$ cat config.mk
export PLATFORM = sky130hd
export DESIGN_NAME = adc_bringup_seq
export DESIGN_NICKNAME = d
export VERILOG_FILES = /design/src/rtl/adc_seq_pkg.sv /design/src/rtl/adc_seq_rst_sync.sv /design/src/rtl/adc_seq_script.sv /design/src/rtl/adc_seq_ctrl.sv /design/src/rtl/adc_seq_capture.sv /design/src/rtl/adc_bringup_seq.sv
export SDC_FILE = /design/constraint.sdc
export NUM_CORES = 1
export LEC_CHECK = 0
export ABC_AREA = 1
export CAP_MARGIN = 10
export CORE_UTILIZATION = 49
export CTS_BUF_LIST = sky130_fd_sc_hd__clkbuf_8
export CTS_CLUSTER_SIZE = 24
export DETAILED_ROUTE_END_ITERATION = 6
export HOLD_SLACK_MARGIN = 0.12
export PLACE_DENSITY = 0.86
export SETUP_SLACK_MARGIN = 0.15
export SYNTH_ARGS = -nofsm -noshare
export SYNTH_HDL_FRONTEND = slang
export SYNTH_HIERARCHICAL = 1
export SYNTH_SLANG_ARGS = --single-unit
export TNS_END_PERCENT = 10
$ cat constraint.sdc
create_clock -name clk -period 4.4 [get_ports clk]
set_input_delay 0.88 -clock clk [delete_from_list [all_inputs] [get_ports clk]]
set_output_delay 0.88 -clock clk [all_outputs]
set_load 0.005 [all_outputs]
$ cat src/rtl/adc_seq_pkg.sv
package adc_seq_pkg;

  localparam int CMD_W       = 8;
  localparam int VAL_W       = 8;
  localparam int CFG_STEPS   = 7;
  localparam int POLL_STEPS  = 2;
  localparam int SCRIPT_LEN  = CFG_STEPS + POLL_STEPS;
  localparam int STEP_W      = $clog2(SCRIPT_LEN);

  localparam logic [STEP_W-1:0] STEP_LAST_CFG = STEP_W'(CFG_STEPS - 1);
  localparam logic [STEP_W-1:0] STEP_STATUS   = STEP_W'(CFG_STEPS);
  localparam logic [STEP_W-1:0] STEP_DATA     = STEP_W'(CFG_STEPS + 1);

  typedef enum logic [1:0] {
    ST_IDLE  = 2'd0,
    ST_ISSUE = 2'd1,
    ST_WAIT  = 2'd2,
    ST_FAULT = 2'd3
  } seq_state_e;

  typedef struct packed {
    logic [CMD_W-1:0] cmd;
    logic [VAL_W-1:0] wval;
    logic             rd;
  } step_t;

  // Script entry for one step index; bit 7 of cmd marks a read.
  function automatic step_t script_step(input logic [STEP_W-1:0] idx);
    step_t s;
    s = '0;
    case (idx)
      STEP_W'(0): s = '{cmd: {1'b0, 7'h00}, wval: 8'h03, rd: 1'b0};
      STEP_W'(1): s = '{cmd: {1'b0, 7'h00}, wval: 8'h00, rd: 1'b0};
      STEP_W'(2): s = '{cmd: {1'b0, 7'h08}, wval: 8'h34, rd: 1'b0};
      STEP_W'(3): s = '{cmd: {1'b0, 7'h0B}, wval: 8'h0A, rd: 1'b0};
      STEP_W'(4): s = '{cmd: {1'b0, 7'h09}, wval: 8'h02, rd: 1'b0};
      STEP_W'(5): s = '{cmd: {1'b0, 7'h0E}, wval: 8'h00, rd: 1'b0};
      STEP_W'(6): s = '{cmd: {1'b0, 7'h01}, wval: 8'h01, rd: 1'b0};
      STEP_W'(7): s = '{cmd: {1'b1, 7'h38}, wval: 8'h00, rd: 1'b1};
      STEP_W'(8): s = '{cmd: {1'b1, 7'h30}, wval: 8'h00, rd: 1'b1};
      default:    s = '0;
    endcase
    return s;
  endfunction

endpackage

$ cat src/rtl/adc_seq_rst_sync.sv
module adc_seq_rst_sync #(
  parameter int STAGES = 2
) (
  input  logic clk,
  input  logic rst_n,
  output logic rst_sync_n
);
  logic [STAGES-1:0] sync_q;

  always_ff @(posedge clk or negedge rst_n) begin
    if (!rst_n) sync_q <= '0;
    else        sync_q <= {sync_q[STAGES-2:0], 1'b1};
  end

  assign rst_sync_n = sync_q[STAGES-1];
endmodule

$ cat src/rtl/adc_seq_script.sv
module adc_seq_script
  import adc_seq_pkg::*;
#(
  parameter int DATA_W = 24,
  parameter int LEN_W  = 2
) (
  input  logic [STEP_W-1:0] step_i,
  output logic [CMD_W-1:0]  cmd_o,
  output logic [DATA_W-1:0] wdata_o,
  output logic [LEN_W-1:0]  bytes_o
);
  localparam int RD_BYTES = DATA_W / 8;

  step_t entry;

  always_comb begin
    entry   = script_step(step_i);
    cmd_o   = entry.cmd;
    wdata_o = {{(DATA_W-VAL_W){1'b0}}, entry.wval};
    bytes_o = entry.rd ? LEN_W'(RD_BYTES) : LEN_W'(1);
  end
endmodule

$ cat src/rtl/adc_seq_ctrl.sv
module adc_seq_ctrl
  import adc_seq_pkg::*;
(
  input  logic              clk,
  input  logic              rst_n,
  input  logic              start_i,
  input  logic              done_i,
  input  logic              err_i,
  output logic              req_valid_o,
  output logic [STEP_W-1:0] step_o,
  output logic              busy_o,
  output logic              fault_o,
  output logic              cap_stat_o,
  output logic              cap_data_o
);
  seq_state_e        state_q, state_n;
  logic [STEP_W-1:0] step_q, step_n;
  logic              busy_q, busy_n;
  logic              fault_q, fault_n;
  logic              pend_q, pend_n;
  logic              start_ok, ok_done;

  assign start_ok = start_i && !busy_q;
  assign ok_done  = (state_q == ST_WAIT) && done_i && !err_i;

  always_comb begin
    state_n = state_q;
    step_n  = step_q;
    busy_n  = busy_q;
    fault_n = fault_q;
    pend_n  = pend_q;
    case (state_q)
      ST_IDLE, ST_FAULT: begin
        if (start_ok) begin
          state_n = ST_ISSUE;
          step_n  = '0;
          busy_n  = 1'b1;
          fault_n = 1'b0;
        end
      end
      ST_ISSUE: begin
        state_n = ST_WAIT;
        if (start_ok) begin
          busy_n = 1'b1;
          pend_n = 1'b1;
        end
      end
      ST_WAIT: begin
        if (start_ok) begin
          busy_n = 1'b1;
          pend_n = 1'b1;
        end
        if (done_i) begin
          if (err_i) begin
            state_n = ST_FAULT;
            fault_n = 1'b1;
            busy_n  = 1'b0;
            pend_n  = 1'b0;
          end else begin
            state_n = ST_ISSUE;
            if (pend_q || start_ok) begin
              step_n = '0;
              pend_n = 1'b0;
            end else if (step_q == STEP_LAST_CFG) begin
              step_n = step_q + 1'b1;
              busy_n = 1'b0;
            end else if (step_q == STEP_DATA) begin
              step_n = STEP_STATUS;
            end else begin
              step_n = step_q + 1'b1;
            end
          end
        end
      end
      default: state_n = ST_IDLE;
    endcase
  end

  always_ff @(posedge clk or negedge rst_n) begin
    if (!rst_n) begin
      state_q <= ST_IDLE;
      step_q  <= '0;
      busy_q  <= 1'b0;
      fault_q <= 1'b0;
      pend_q  <= 1'b0;
    end else begin
      state_q <= state_n;
      step_q  <= step_n;
      busy_q  <= busy_n;
      fault_q <= fault_n;
      pend_q  <= pend_n;
    end
  end

  assign req_valid_o = (state_q == ST_ISSUE);
  assign step_o      = step_q;
  assign busy_o      = busy_q;
  assign fault_o     = fault_q;
  assign cap_stat_o  = ok_done && (step_q == STEP_STATUS);
  assign cap_data_o  = ok_done && (step_q == STEP_DATA);
endmodule

$ cat src/rtl/adc_seq_capture.sv
module adc_seq_capture #(
  parameter int DATA_W = 24
) (
  input  logic              clk,
  input  logic              rst_n,
  input  logic              cap_stat_i,
  input  logic              cap_data_i,
  input  logic [DATA_W-1:0] rdata_i,
  output logic [DATA_W-1:0] stat_o,
  output logic [DATA_W-1:0] data_o,
  output logic              valid_o
);
  logic [DATA_W-1:0] stat_q, data_q;
  logic              valid_q;

  always_ff @(posedge clk or negedge rst_n) begin
    if (!rst_n)          stat_q <= '0;
    else if (cap_stat_i) stat_q <= rdata_i;
  end

  always_ff @(posedge clk or negedge rst_n) begin
    if (!rst_n)          data_q <= '0;
    else if (cap_data_i) data_q <= rdata_i;
  end

  always_ff @(posedge clk or negedge rst_n) begin
    if (!rst_n) valid_q <= 1'b0;
    else        valid_q <= cap_data_i;
  end

  assign stat_o  = stat_q;
  assign data_o  = data_q;
  assign valid_o = valid_q;
endmodule

$ cat src/rtl/adc_bringup_seq.sv
module adc_bringup_seq
  import adc_seq_pkg::*;
#(
  parameter int DATA_W = 24,
  parameter int LEN_W  = 2
) (
  input  logic              clk,
  input  logic              rst_n,
  input  logic              start,
  output logic              req_valid,
  output logic [CMD_W-1:0]  req_cmd,
  output logic [DATA_W-1:0] req_wdata,
  output logic [LEN_W-1:0]  req_bytes,
  input  logic              done,
  input  logic              err,
  input  logic [DATA_W-1:0] rdata,
  output logic              busy,
  output logic              fault,
  output logic [DATA_W-1:0] stat_word,
  output logic [DATA_W-1:0] data_word,
  output logic              data_valid
);
  logic              rst_sync_n;
  logic [STEP_W-1:0] step;
  logic              cap_stat, cap_data;

  adc_seq_rst_sync #(.STAGES(2)) u_rst (
    .clk        (clk),
    .rst_n      (rst_n),
    .rst_sync_n (rst_sync_n)
  );

  adc_seq_ctrl u_ctrl (
    .clk         (clk),
    .rst_n       (rst_sync_n),
    .start_i     (start),
    .done_i      (done),
    .err_i       (err),
    .req_valid_o (req_valid),
    .step_o      (step),
    .busy_o      (busy),
    .fault_o     (fault),
    .cap_stat_o  (cap_stat),
    .cap_data_o  (cap_data)
  );

  adc_seq_script #(.DATA_W(DATA_W), .LEN_W(LEN_W)) u_script (
    .step_i  (step),
    .cmd_o   (req_cmd),
    .wdata_o (req_wdata),
    .bytes_o (req_bytes)
  );

  adc_seq_capture #(.DATA_W(DATA_W)) u_cap (
    .clk        (clk),
    .rst_n      (rst_sync_n),
    .cap_stat_i (cap_stat),
    .cap_data_i (cap_data),
    .rdata_i    (rdata),
    .stat_o     (stat_word),
    .data_o     (data_word),
    .valid_o    (data_valid)
  );
endmodule

==> qor.yml, run 1 <==
worst-path-max-fanout: 9
grt_first_pass_wirelength_um: 10500
worstPathRequired_ns: 3.52
cts_buffer_depth: 2
clkSinkCount: 60
critPathKind: "flip-flop to output pin"
end_kind: "output pin"
postCtsSetupBuffers: 0
path_clk_slew_ns: 0.07
vias: 2475
fp.coreArea_um2: 5960
grt.met3_usage_pct: 4.61
ant_nets: 0
drt_iter0_drc: 137
slew_headroom_pct: 51.1
yosys.area.top_type: "dfrtp_1"
grt_pass1_vias: 2316
worst-endpoint-arrival_ns: 2.00
drive_gt1_share_pct: 11.9
synth.distinct_cells: 26
r2r_slack_ns: 2.03
tightest_slew_ns: 0.733
drv_slew: 0
io_buffers: 94
final_common_cell: "nand2_1"
hold_buffers: 0
setup_viol: 0
grt_setup_unrepaired: "no"
hold_viol_final: 0
fin_crit_ns: 2.88
overflow: 0
power.density_nw_per_um2: 360
finalCritPeriodShare_pct: 65.4
routed_via_density: 4.69
slowest_stage: "clkdlybuf4s50_1"
dp_slack_ns: 1.58
startpoint_type: "flip-flop"
die_width_um: 80.9
area_growth_pct: 32.7
critical_path.most_common_cell: "inv_1"
leakagePower_nw: 2.14
syn_avg_cell_area_um2: 8.48
fmax_ghz: 0.348
root_buffer: "clkbuf_8"
synth_area_leaders: "dfrtp_1, nand2_1, buf_4"
wire_per_inst_um: 12.4
dp_hpwl_um: 4670
hold_path.class: "flip-flop to flip-flop"
status: "finished, final reports clean"
die-area_um2: 6550
initial_core_util_pct: 51.2
h-tree-depth: 3
ys_seq_area_share_pct: 49.2
maxCapViolations: 0
gr-usage-met2_pct: 35.4
diodes: 0
cts_tree: "built"
syn-cell-area_um2: 3050
crit_chain: "inv_1 -> ha_1 -> inv_1 -> nor3_1 -> clkdlybuf4s50_1"
fin_skew_ns: 0.0102
cts_buffers: 9
critPathBufInv: 3
grt-busiest-layer: "met2"
drt_pass1_iterations: 4
final_cell_mix: "nand2_1, clkdlybuf4s50_1, dfrtp_1"
postCtsResizedCells: 0
gp_congestion: 0.832
cp_top_family: "buffers and inverters"
grt_antenna_before_repair: 0
io_pins: 115
yosysWarnings: 6
grt_max_degree: 59
track_usage_pct: 21.0
finalSetupTns_ns: 0
peakVddDrop_mv: 0.349
postSynthCellCount: 360
drt-total-wl_um: 6540
critPathMaxStageDelay_ns: 0.57
route.detailed.drc: 0
grtUsageMet1_pct: 25.7
final_nets: 486
setup_ws_ns: 1.52
synth_seq_cells: 60
fillers: 431
synth_top_area_share_pct: 49.2
die_height_um: 80.9
clk_latency_ns: 0.33
rows: 28
[cell families after synthesis]
kind of cell / Yosys count / share of synthesized area, %
adder cells (fa/ha/maj): 9 / 3.69
buffers and inverters: 64 / 15.0
AO/OA/AOI/OAI: 9 / 1.60
AND/OR/NAND/NOR: 215 / 30.2
other: 3 / 0.369
flip-flops: 60 / 49.2
[synth_stat cells (all sizes together)]
cell      n
ha        9
buf      37
o21ai     7
nor2     14
nand4     1
a21oi     2
nand2   184
dfrtp    60
nor3      1
clkbuf    1
conb      3
nand3    14
inv      26
or2       1
[path summary, 6_finish.rpt]
kind | end | startpoint | depth (start not counted)
max | req_wdata[4] | u_ctrl/step_o[0] | 5
min | u_rst/sync_q[1] | u_rst/sync_q[0] | 0
max reg2reg | u_cap/stat_o[20] | u_ctrl/state_q[0] | 10
min reg2reg | u_rst/sync_q[1] | u_rst/sync_q[0] | 0
max in group asynchronous | u_cap/stat_o[0] | u_rst/sync_q[1] | 1
min in group asynchronous | u_cap/data_o[20] | u_rst/sync_q[1] | 1
[metrics by stage]
step | cell area [um^2] | hold WS, ns | utilization (%) | power, mW | std cells
floorplan | 3120 | 0.331 | - | 0.844 | 378
global placement | 3840 | 0.338 | 64.5 | 0.940 | 512
detailed placement | 3840 | 0.339 | 64.5 | 0.959 | 512
CTS | 4050 | 0.356 | 68.0 | 1.47 | 528
global route | 4050 | 0.372 | 68.0 | 1.53 | 528
finish | 4050 | 0.352 | 68.0 | 1.46 | 528
[area by class of cell]
class	instances	area, um^2	area share (%)
well taps	75	93.8	2.32
clock inverters	6	70.1	1.73
flip-flops and latches	60	1500	37.1
clock buffers	10	138	3.40
inverters	26	115	2.84
repair buffers	97	963	23.8
multi-input cells	254	1170	28.8
[state kept, by name, indices dropped and copies added, names as in the netlist]
register        flops
u_cap/data_o       24
u_cap/stat_o       24
u_ctrl/step_o       4
u_ctrl/state_q      2
u_rst/sync_q        2
u_cap/valid_o       1
u_ctrl/busy_o       1
u_ctrl/fault_o      1
u_ctrl/pend_q       1
[where the power goes]
| part | switching [mW] | total [mW] | internal [mW] |
|---|---|---|---|
| Combinational | 0.200 | 0.350 | 0.150 |
| Clock | 0.224 | 0.506 | 0.282 |
| Sequential | 0.0252 | 0.600 | 0.575 |
[worst reg2reg max path, stage by stage, from the launching register on]
cell     delay, ns
dfrtp_1       0.41
inv_1         0.07
ha_1          0.40
nand2_1       0.09
inv_1         0.08
nand2_1       0.10
nor2_2        0.56
buf_4         0.31
inv_8         0.10
nand2_1       0.09
nand2_1       0.05
[metal layers]
| layer | up-vias | wire (um) |
|---|---|---|
| li1 | 1214 | - |
| met1 | 1148 | 2680 |
| met2 | 96 | 3260 |
| met3 | 17 | 455 |
| met4 | 0 | 146 |
| met5 | - | 0 |
Power figures use the tool's default switching activity.
==> inputs of run 2 (changes only) <==
CORE_UTILIZATION = 46   (was 49)
PLACE_DENSITY = 0.81   (was 0.86)
clock period = 2.9 ns   (was 4.4 ns; I/O delays follow)
==> run 2 against run 1 <==
Effect of this change: utilization shrank 4.7 points; cell count increased by 0.19%; power is 48% higher; via count is 0.28% higher; die area up 6.4%; first-iteration DRC count is 43% lower; clock skew decreased by 0.0018 ns; sequential share of layout area grew 0.092 points; sequential power up 53%; flip-flop and latch count is the same; register-to-register slack got worse by 1.1 ns; largest power group unchanged.
==> qor.yml, run 2 (synthesis results as in run 1) <==
grt_pass1_vias: 2402  # +3.7%
startpoint_type: "flip-flop"
cts_buffers: 9  # unchanged
seqPwrFrac_pct: 42.5  # +1.3 points
final_nets: 486  # unchanged
die_width_um: 83.5  # +3.1%
hold_buffers: 0  # unchanged
fin_crit_ns: 2.54
holdWs_ns: 0.351  # -0.00136 ns
root_buffer: "clkbuf_8"
grt_max_degree: 37  # -37%
drv_slew: 0  # unchanged
switchingPower_mw: 0.652  # +45%
r2r_slack_ns: 0.93  # -1.10 ns
grt_antenna_before_repair: 0  # unchanged
initial_core_util_pct: 47.8  # -3.5 points
io_pins: 115  # unchanged
wire_per_inst_um: 12.4  # -0.16%
diodes: 0  # unchanged
routed_via_density: 4.69  # about the same
setup_viol: 0  # unchanged
fmax_ghz: 0.394
ant_nets: 0  # unchanged
cts_tree: "built"
gp_congestion: 0.832  # about the same
finalCritPeriodShare_pct: 87.4
postCtsSetupBuffers: 0  # unchanged
peakVddDrop_mv: 0.425  # +22%
overflow: 0  # unchanged
maxCapViolations: 0  # unchanged
fin_skew_ns: 0.00842  # -0.00181 ns
crit_path_start: "u_ctrl/step_o[0]"
postCtsResizedCells: 0  # unchanged
tightest_slew_ns: 0.792  # +0.0584 ns
grt_first_pass_wirelength_um: 11100  # +5.9%
power.density_nw_per_um2: 535  # +49%
critPathKind: "flip-flop to output pin"
vias: 2482  # +0.28%
worst-endpoint-arrival_ns: 1.96  # -0.04 ns
area_growth_pct: 32.3
clkSinkCount: 60  # unchanged
status: "finished, final reports clean"
intPower_mw: 1.51  # +50%
path_clk_slew_ns: 0.07  # about the same
die-area_um2: 6960  # +6.4%
fp.coreArea_um2: 6390  # +7.2%
final_common_cell: "nand2_1"
combPwrFrac_pct: 23.8  # -0.2 points
worstPathRequired_ns: 2.32  # -1.20 ns
final_cell_mix: "nand2_1, clkdlybuf4s50_1, dfrtp_1"
die_height_um: 83.5  # +3.1%
hold_viol_final: 0  # unchanged
p_clk_share_pct: 33.7  # -1.1 points
route.detailed.drc: 0  # unchanged
grt_setup_unrepaired: "no"
crit_path_end: "req_cmd[3]"
io_buffers: 94  # unchanged
dp_hpwl_um: 4530  # -2.9%
cts_buffer_depth: 2  # unchanged
swShare_pct: 30.2  # -0.72 points
fillers: 536  # +24%
rows: 29  # +3.6%
finalSetupTns_ns: 0  # unchanged
hold_path.class: "flip-flop to flip-flop"
worst-path-max-fanout: 9  # unchanged
reg2regPathDepth: 10  # unchanged
drt_pass1_iterations: 4  # unchanged
leakagePower_nw: 2.14  # -0.21%
worstReg2RegEnd: "u_cap/data_o[18]"
clk_latency_ns: 0.33  # about the same
end_kind: "output pin"
r2r_start: "u_ctrl/state_q[0]"
drt-total-wl_um: 6540  # about the same
slew_headroom_pct: 47.2  # -3.9 points
track_usage_pct: 20.1  # -0.97 points
drt_iter0_drc: 78  # -43%
h-tree-depth: 3  # unchanged
drive_gt1_share_pct: 11.9  # +0.026 points
[run 2: changes by cell type in the layout (fill, tap and decap cells not counted), sizes merged]
cell / change
inv: -2
clkinvlp: +1
[run 2: critical path, cell delays in order, from the launching register on]
cell and delay, ns:
dfrtp_1 0.51, inv_1 0.13, ha_1 0.22, inv_1 0.10, nand3_1 0.08, nand2_1 0.09
clkdlybuf4s50_1 0.49
[run 2: layer usage]
metal	vias to the layer above	global-route usage, %	wire, um
li1	1213	-	-
met1	1177	25.1	2830
met2	85	32.9	3200
met3	7	5.84	447
met4	0	7.86	58
met5	-	0	0
[run 2: worst min path at each step]
stage | startpoint | to | cells after the start
finish | u_rst/sync_q[0] | u_rst/sync_q[1] | 0
CTS | u_rst/sync_q[0] | u_rst/sync_q[1] | 0
global route | u_rst/sync_q[0] | u_rst/sync_q[1] | 0
detailed placement | u_rst/sync_q[0] | u_rst/sync_q[1] | 0
floorplan | rst_n | u_rst/sync_q[0] | 0
global placement | u_rst/sync_q[0] | u_rst/sync_q[1] | 0
[run 2: power groups by stage]
stage / registers [mW] / logic, mW / clock network, mW
5_1_grt: 0.924 / 0.575 / 0.793
6_report: 0.918 / 0.515 / 0.729
4_1_cts: 0.918 / 0.515 / 0.746
3_5_place_dp: 0.934 / 0.512 / 0
2_1_floorplan: 0.928 / 0.352 / 0
3_3_place_gp: 0.931 / 0.497 / 0
[run 2: cell type report]
type | instances | area [um^2] | share of cell area (%)
Inverter | 26 | 115 | 2.85
Sequential cell | 60 | 1500 | 37.2
Tap cell | 77 | 96.3 | 2.39
Clock inverter | 5 | 52.6 | 1.30
Multi-Input combinational cell | 254 | 1170 | 29.0
Clock buffer | 10 | 138 | 3.41
Timing Repair Buffer | 97 | 963 | 23.9
[run 2: stage by stage]
stage	util [%]	worst slack, ns	instance area (um^2)	std cells	power, mW
floorplan	-	1.11	3120	378	1.28
global placement	60.2	0.744	3840	514	1.43
CTS	63.2	0.272	4030	529	2.18
detailed placement	60.2	0.642	3840	514	1.45
global route	63.2	0.243	4040	529	2.29
finish	63.2	0.364	4040	529	2.16
==> inputs of run 3 (changes only) <==
==> constraint.sdc (replaced) <==
create_clock -name clk -period 2.9 [get_ports clk]
set_input_delay 0.29 -clock clk [delete_from_list [all_inputs] [get_ports clk]]
set_output_delay 0.29 -clock clk [all_outputs]
set_load 0.005 [all_outputs]
==> run 3 against run 2 <==
Effect of this change: wire length decreased by 1.4%; largest cell class unchanged; largest power group unchanged; utilization increased by 0.63 points; worst setup slack improved by 0.22 ns.
==> qor.yml, run 3 (synthesis results as in run 1) <==
fillers: 509  # -5.0%
drt-total-wl_um: 6450  # -1.4%
setup_viol: 0  # unchanged
critPathBufInv: 3  # unchanged
io_pins: 115  # unchanged
routed_via_density: 4.62  # -1.4%
die-area_um2: 6960  # unchanged
hold_path.class: "flip-flop to async pin"
postCtsSetupBuffers: 0  # unchanged
ant_nets: 0  # unchanged
peakVddDrop_mv: 0.465  # +9.5%
initial_core_util_pct: 47.8  # unchanged
route.detailed.drc: 0  # unchanged
overflow: 0  # unchanged
cts_buffers: 9  # unchanged
finalCritPeriodShare_pct: 79.8  # -7.7 points
fmax_ghz: 0.432  # +9.6%
crit_chain: "inv_1 -> ha_1 -> inv_1 -> nor3_1 -> clkdlybuf4s50_1"
worstPathRequired_ns: 2.61  # +0.29 ns
diodes: 0  # unchanged
cts_buffer_depth: 2  # unchanged
drt_pass1_iterations: 4  # unchanged
startpoint_type: "flip-flop"
critPathKind: "flip-flop to output pin"
grt_antenna_before_repair: 0  # unchanged
dp_hpwl_um: 4730  # +4.4%
hold_buffers: 0  # unchanged
gp_congestion: 0.896  # +7.7%
tightest_slew_ns: 0.759  # -0.0322 ns
worst-endpoint-arrival_ns: 2.02  # +0.06 ns
critPathMaxStageDelay_ns: 0.58  # +0.07 ns
fin_crit_ns: 2.31  # -0.222 ns
h-tree-depth: 3  # unchanged
slew_headroom_pct: 49.4  # +2.1 points
leakagePower_nw: 2.16  # +1.0%
r2r_start: "u_ctrl/state_q[0]"
die_width_um: 83.5  # unchanged
final_common_cell: "nand2_1"
cts_tree: "built"
drv_slew: 0  # unchanged
drive_gt1_share_pct: 11.6  # -0.30 points
path_clk_slew_ns: 0.07  # about the same
critical_path.most_common_cell: "inv_1"
clk_latency_ns: 0.32  # about the same
clkSinkCount: 60  # unchanged
worstReg2RegEnd: "u_cap/stat_o[4]"
finalSetupTns_ns: 0  # unchanged
reg2regPathDepth: 9  # -1
track_usage_pct: 19.5  # -0.54 points
postCtsResizedCells: 0  # unchanged
final_cell_mix: "nand2_1, clkdlybuf4s50_1, dfrtp_1"
fin_skew_ns: 0.00767  # -0.000748 ns
grt_setup_unrepaired: "no"
maxCapViolations: 0  # unchanged
cp_top_family: "buffers and inverters"
die_height_um: 83.5  # unchanged
r2r_slack_ns: 0.80  # -0.13 ns
area_growth_pct: 33.7
worst-path-max-fanout: 9  # unchanged
status: "finished, final reports clean"
grt_max_degree: 35  # -5.4%
io_buffers: 94  # unchanged
final_nets: 488  # +0.41%
drt_iter0_drc: 148  # +90%
seq_area_um2: 1500  # unchanged
power.density_nw_per_um2: 549  # +2.5%
grt_pass1_vias: 2252  # -6.2%
rows: 29  # unchanged
hold_viol_final: 0  # unchanged
grt_first_pass_wirelength_um: 10800  # -3.3%
end_kind: "output pin"
root_buffer: "clkbuf_8"
slowest_stage: "clkdlybuf4s50_1"
vias: 2460  # -0.89%
utilization_pct: 63.9  # +0.63 points
wire_per_inst_um: 12.1  # -1.9%
multi_input_area_um2: 1170  # -0.43%
cp_num_cells: 5  # -1
fp.coreArea_um2: 6390  # unchanged
[run 3: worst reg2reg max path: stages (launching register included)]
cell and delay, ns:
dfrtp_1 0.40, inv_1 0.06, ha_1 0.38, nand2_1 0.09
inv_1 0.09, nand2_1 0.09, nor2_2 0.48, buf_4 0.32
nand2_1 0.07, nand2_1 0.07
[run 3: stage by stage]
step                      power (mW)  instances  worst slack (ns)  hold slack [ns]  cell area [um^2]
after global routing            2.37        532             0.403            0.373              4080
after floorplan                 1.28        378              1.11         -0.00559              3120
after CTS                       2.26        531             0.573            0.120              4070
after detailed placement        1.44        515             0.794            0.350              3850
final                           2.24        532             0.587            0.339              4080
after global placement          1.43        515             0.856            0.336              3850
[run 3: worst max path at each step]
stage	from	to	slack, ns
final	u_ctrl/step_o[0]	req_wdata[2]	0.59
after global routing	u_ctrl/step_o[0]	req_wdata[2]	0.40
after CTS	u_ctrl/step_o[0]	req_wdata[2]	0.57
after detailed placement	u_ctrl/state_q[0]	u_cap/stat_o[4]	0.79
after global placement	u_ctrl/state_q[0]	u_cap/stat_o[21]	0.86
after floorplan	u_rst/sync_q[1]	u_cap/data_o[0]	1.11
[run 3: layer usage]
layer,share of wire (%),GRT usage (%)
met1,43,25.7
met4,1.5,7.86
met2,48,30.8
met5,0,0
met3,6.8,5.14
[run 3: area by class of cell]
class | instances | area share, %
clock buffers | 10 | 3.37
clock inverters | 6 | 1.96
inverters | 26 | 2.82
multi-input cells | 254 | 28.6
flip-flops and latches | 60 | 36.8
well taps | 77 | 2.36
repair buffers | 99 | 24.0
[run 3: where the power goes]
part	switching, mW	leakage (nW)	total (mW)	internal (mW)
sequential	0.0455	0.824	0.918	0.873
combinational	0.282	1.22	0.509	0.227
clock	0.311	0.115	0.811	0.500
